## config.mk

```make
export PLATFORM = sky130hd
export DESIGN_NAME = raster_timer
export DESIGN_NICKNAME = d
export VERILOG_FILES = /design/src/rtl/raster_timer.sv
export SDC_FILE = /design/constraint.sdc
export NUM_CORES = 1
export LEC_CHECK = 0
export BUFFER_PORTS_ARGS = -buffer_cell sky130_fd_sc_hd__buf_2
export CAP_MARGIN = 30
export CORE_UTILIZATION = 45
export CTS_CLUSTER_SIZE = 30
export DETAILED_ROUTE_END_ITERATION = 7
export PLACE_DENSITY = 0.79
export SYNTH_ARGS = -nofsm -noshare
export SYNTH_HDL_FRONTEND = slang
export SYNTH_SLANG_ARGS = --single-unit
```

## constraint.sdc

```tcl
create_clock -name clk -period 1.71 [get_ports clk]
set_input_delay 0.171 -clock clk [delete_from_list [all_inputs] [get_ports clk]]
set_output_delay 0.171 -clock clk [all_outputs]
set_load 0.02 [all_outputs]
```

## src/rtl/raster_timer.sv

```systemverilog
module raster_timer #(
  parameter int CHAR_W   = 6,
  parameter int LINE_W   = 5,
  parameter int LINES    = 20,
  parameter int EOL_CHAR = 55,
  parameter int HS_START = 57,
  parameter int HS_LEN   = 4
) (
  input  logic              clk,
  input  logic              rst,
  input  logic              char_tick,
  input  logic              last_bit,
  output logic [CHAR_W-1:0] char_cnt,
  output logic [LINE_W-1:0] line_cnt,
  output logic              bol,
  output logic              eol,
  output logic              bop,
  output logic              coeop,
  output logic              eop,
  output logic              hsync,
  output logic              vsync
);
  localparam logic [CHAR_W-1:0] LAST_C = '1;
  localparam logic [CHAR_W-1:0] EOL_C  = CHAR_W'(EOL_CHAR);
  localparam logic [CHAR_W-1:0] HS_A   = CHAR_W'(HS_START);
  localparam logic [CHAR_W-1:0] HS_B   = CHAR_W'(HS_START + HS_LEN);
  localparam logic [LINE_W-1:0] END_L  = LINE_W'(LINES);
  localparam logic [LINE_W-1:0] MID_L  = LINE_W'(LINES / 2);

  logic at_last;

  assign at_last = (char_cnt == LAST_C);
  assign bol     = (char_cnt == '0);
  assign bop     = bol && (line_cnt == '0);
  assign eol     = last_bit && (char_cnt == EOL_C);
  assign eop     = at_last && (line_cnt == END_L);
  assign coeop   = at_last && ((line_cnt == MID_L) || (line_cnt == END_L));
  assign hsync   = (char_cnt >= HS_A) && (char_cnt < HS_B);
  assign vsync   = (line_cnt == END_L);

  always_ff @(posedge clk) begin
    if (rst) begin
      char_cnt <= '0;
      line_cnt <= '0;
    end else begin
      if (char_tick) char_cnt <= char_cnt + 1'b1;
      if (char_tick && eop) line_cnt <= '0;
      else if (eol)         line_cnt <= line_cnt + 1'b1;
    end
  end


  char_step_chk: assert property (@(posedge clk) disable iff (rst)
    char_tick |=> char_cnt == CHAR_W'($past(char_cnt) + 1'b1));


  char_hold_chk: assert property (@(posedge clk) disable iff (rst)
    !char_tick |=> $stable(char_cnt));


  line_step_chk: assert property (@(posedge clk) disable iff (rst)
    eol |=> line_cnt == LINE_W'($past(line_cnt) + 1'b1));


  page_wrap_chk: assert property (@(posedge clk) disable iff (rst)
    (eop && char_tick) |=> (char_cnt == '0 && line_cnt == '0));


  line_bound_chk: assert property (@(posedge clk) disable iff (rst)
    line_cnt <= END_L);


  bop_eop_excl_chk: assert property (@(posedge clk) disable iff (rst)
    $onehot0({bop, eop}));
endmodule

```

# == Word-level counts from Yosys, hierarchy flattened ==
# Cells that the tools add are included.
# word_totals
ff_bits,11
latch_bits,0
ramBits,0
rom_bits,0
input_bits,4
out_inout_bits,18
word_cells,20
n_memories,0
# op_classes
addsub,2
mul,0
n_div,0
magnitude_cmp,2
n_eq_ne,4
n_shift,0
muxes,0
n_bitwise,0
n_reduce_logical,10
# op_table
cell,n
$eq 6x6->1 const B,2
$add 6x1->6 const B,1
$ge 6x6->1 const B,1
$logic_and 1x1->1,6
$logic_not 6->1,1
$lt 6x6->1 const B,1
$add 5x1->5 const B,1
$eq 5x4->1 const B,1
$eq 5x5->1 const B,1
$logic_not 5->1,1
$reduce_or 2->1,1
$logic_or 1x1->1,1

# == Depth between registers and ports, before layout ==
# logic_depth
depth_word,4
mapped_depth,6
mapped_depth_nobuf,6

# == Worst setup path after synthesis ==
# OpenSTA, ideal clock, no wires.
# synth_timing
path_kind,register to register
start,register char_cnt[0]
end,register line_cnt[4]
setup_time_ps,70
t_arrival_ps,1572
t_required_ps,1640
slack_ps,69
path_stages_with_launch,5
cell_sequence,dfxtp_1 > ha_1 > nand3_4 > or4_1 > a21oi_1
# synth_between
elab_chain_len,4
elab_cells_between_ends,6
# synth_lines
item,line_no,rtl
start: declaration,13,"output logic [CHAR_W-1:0] char_cnt,"
start signal: assignment,46,if (char_tick) char_cnt <= char_cnt + 1'b1;
$eq 6x6->1,32,assign at_last = (char_cnt == LAST_C);
$logic_and 1x1->1,36,assign eop = at_last && (line_cnt == END_L);
$logic_and 1x1->1,47,if (char_tick && eop) line_cnt <= '0;
$reduce_or 2->1 (no line),n/a,
end signal: assignment,48,else if (eol) line_cnt <= line_cnt + 1'b1;
end: declaration,14,"output logic [LINE_W-1:0] line_cnt,"
# Parallel ways exist; a longest one is shown, timed or not.
# A chain may end at the register's enable or synchronous reset.

# == Worst setup path in the final report ==
# layout_timing
start,register char_cnt[0]
end,output bop
# layout_between
elab_chain_len,2
# layout_lines
item,line_no,rtl
$logic_not 6->1,33,assign bol = (char_cnt == '0);
$logic_and 1x1->1,34,assign bop = bol && (line_cnt == '0);
end: declaration,17,"output logic bop,"
# No other way between the ends.

==> out/qor.yml <==
timing:
  holdWs_ns: 0.133
  drv_slew: 0
  min_period_over_period_pct: 94.5
  setup_viol: 0
  relSlewSlack_pct: 77.1
  clock_skew_ns: 0.00287
  tightest_slew_ns: 0.344
  setup_tns_ns: 0
  fin_ws_ns: 0.0947
  fmax_mhz: 619
  hold_viol: 0
  period_minus_slack_ns: 1.62
yosys:
  synth_compound_area_share_pct: 12.9
  async_flop_share_pct: 0
  synth_simple_gate_area_share_pct: 31.4
  yosys.area_share.xor_xnor_pct: 4.96
  yosysUniqueCellTypes: 29
  netlist.area_leader.share_pct: 31.2
  yosysMostFrequentCell: "dfxtp_1"
  synth_top_family_by_area: "simple AND/OR/NAND/NOR gates"
  syn_nets: 91
  ys_seq_area_share_pct: 31.2
  synth_fa_ha_area_share_pct: 10.6
  synth_edf_count: 0
  ys_ff_latch: 11
  netlist_area_um2: 706
  synth_common_cells: "dfxtp_1 (11), nor2_1 (9), nand3_1 (8)"
  yosysTopAreaCell: "dfxtp_1"
  synthCells: 81
  synthFlopType: "dfxtp_1"
  ys_warn_count: 0
  muxShareOfSynthArea_pct: 1.42
  avgSynthCellArea_um2: 8.71
  synth_area_leaders: "dfxtp_1 (31%), ha_1 (11%), nand3_1 (5.7%)"
grt:
  grt_pass1_wl_um: 2590
  grt_antenna_before_repair: 0
  grt_pass1_vias: 622
  grt_max_degree: 12
  groute.usage.overall_pct: 19.8
  overflow: 0
hold_path:
  whs_path_depth: 2
  worst_hold_startpoint: "rst"
  worstHoldPathType: "in2reg"
  min_to: "char_cnt[1]"
clock_tree:
  cts_buffers: 3
  clk_path_buf_depth: 2
  htreeDepth: 1
  cts_tree: "done"
  clkTransAtPathRegs_ns: 0.07
  clockRootBuffer: "clkbuf_4"
  clk_latency_ns: 0.28
  cts.sinks: 11
  postCtsSetupBuffers: 0
die:
  io_pins: 22
  die_x_um: 41.6
  fp.dieH_um: 41.6
  placementRows: 13
  initial_core_util_pct: 51.0
  core_area_um2: 1380
  die_area_um2: 1730
worst_setup_path:
  reg2reg_depth: 6
  r2r-start: "line_cnt[0]"
  startpoint_type: "flop"
  rrSetupSlack_ns: 0.26
  cp.required_ns: 1.54
  r2r-end: "line_cnt[0]"
  worst_setup_path_end_kind: "primary output"
  cp_data_arrival_time_ns: 1.44
  crit_fanout: 6
  criticalPathCategory: "reg2out"
route:
  wl_per_cell_um: 13.0
  drt_drc_violations_left: 0
  antenna_left: 0
  drtPass1Iterations: 4
  via_count: 670
  routed_wl_um: 1540
  drtIter0Drc: 4
  viasPerCell: 5.63
final_layout:
  diodes: 0
  area.growth.synth_to_final_pct: 26.4
  final_net_count: 115
  final_cell_area_um2: 892
  regArea_um2: 233
  multi_input_area_um2: 465
  nFillCells: 127
  drive_gt1_share_pct: 38.5
  final_cells: 119
placed_design:
  hpwl_um: 1100
  pre_cts_ws_ns: 0.159
  port_buffers: 21
  gp_congestion: 0.784
  place_area_um2: 807
  placedCellCount: 115
run:
  cap_viol_max_count: 0
pwr:
  power_density_nw_per_um2: 610
  max-vdd-ir-drop_mv: 0.340
  power_leakage_nw: 0.392
run_status:
  outcome: "complete, no violations"
## cell type report
| class | instances | share of cell area, % |
|---|---|---|
| Sequential cell | 11 | 26.1 |
| Tap cell | 15 | 2.10 |
| Inverter | 6 | 2.52 |
| Multi-Input combinational cell | 61 | 52.2 |
| Clock buffer | 3 | 2.52 |
| Timing Repair Buffer | 22 | 14.0 |
| Clock inverter | 1 | 0.561 |
## how the worst max path moves through the flow
stage                           start           to  depth (start not counted)
after floorplan           char_cnt[0]  line_cnt[4]                          4
after global placement    char_cnt[1]  line_cnt[3]                          4
after detailed placement  char_cnt[1]  line_cnt[4]                          4
after CTS                 char_cnt[2]          bop                          4
after global routing      char_cnt[3]          bop                          4
final                     char_cnt[0]          bop                          6
## power by group
group	switching, mW	internal (mW)	leakage (nW)	total (mW)
clock network	0.0972	0.0870	0.0177	0.184
registers	0.00900	0.260	0.0916	0.269
logic	0.0490	0.0422	0.283	0.0912
## sequential cells by signal (all words and copies together), names as in the netlist
| signal | flops |
|---|---|
| line_cnt | 5 |
| char_cnt | 6 |
## what timing repair did
item	CTS	global route
hold buffers	0	0
pin swaps	0	1
hold endpoints to repair	0	0
gates cloned	0	0
endpoints found under the setup margin	3	4
gates resized for setup	3	15
## layout by cell type, fill, tap and decap left out, drive strengths merged, types with 6 or more instances in the layout
cell   synthesis  final
ha             6      6
buf            3     22
dfxtp         11     11
nor2           9      9
inv            6      6
nand3          9      9
a21oi          7      7
## critical path, stage by stage (launching register included)
cell and delay, ns:
dfxtp_4 0.36, buf_6 0.13, inv_2 0.04, ha_2 0.17, and2_4 0.14, and4b_1 0.20
buf_6 0.12
## kinds of logic (layout without fill, tap and decap cells)
kind of cell / after synthesis / count (layout)
AND/OR/NAND/NOR: 35 / 35
AO/OA/AOI/OAI: 15 / 15
flip-flops: 11 / 11
buffers and inverters: 9 / 32
adder cells (fa/ha/maj): 6 / 6
XOR/XNOR: 4 / 4
multiplexers: 1 / 1
## per-stage QoR
step | utilization [%] | power, mW
2_1_floorplan | - | 0.326
3_3_place_gp | 58.4 | 0.350
3_5_place_dp | 58.4 | 0.352
4_1_cts | 60.7 | 0.541
5_1_grt | 64.5 | 0.575
6_report | 64.5 | 0.545
## layer usage
metal / vias to the layer above / GRT usage (%) / part of all wire [%]
li1: 336 / - / -
met1: 309 / 21.9 / 42
met2: 20 / 33.4 / 50
met3: 5 / 6.52 / 5.1
met4: 0 / 10.3 / 2.5
met5: - / 0 / 0
Power figures use the tool's default switching activity.
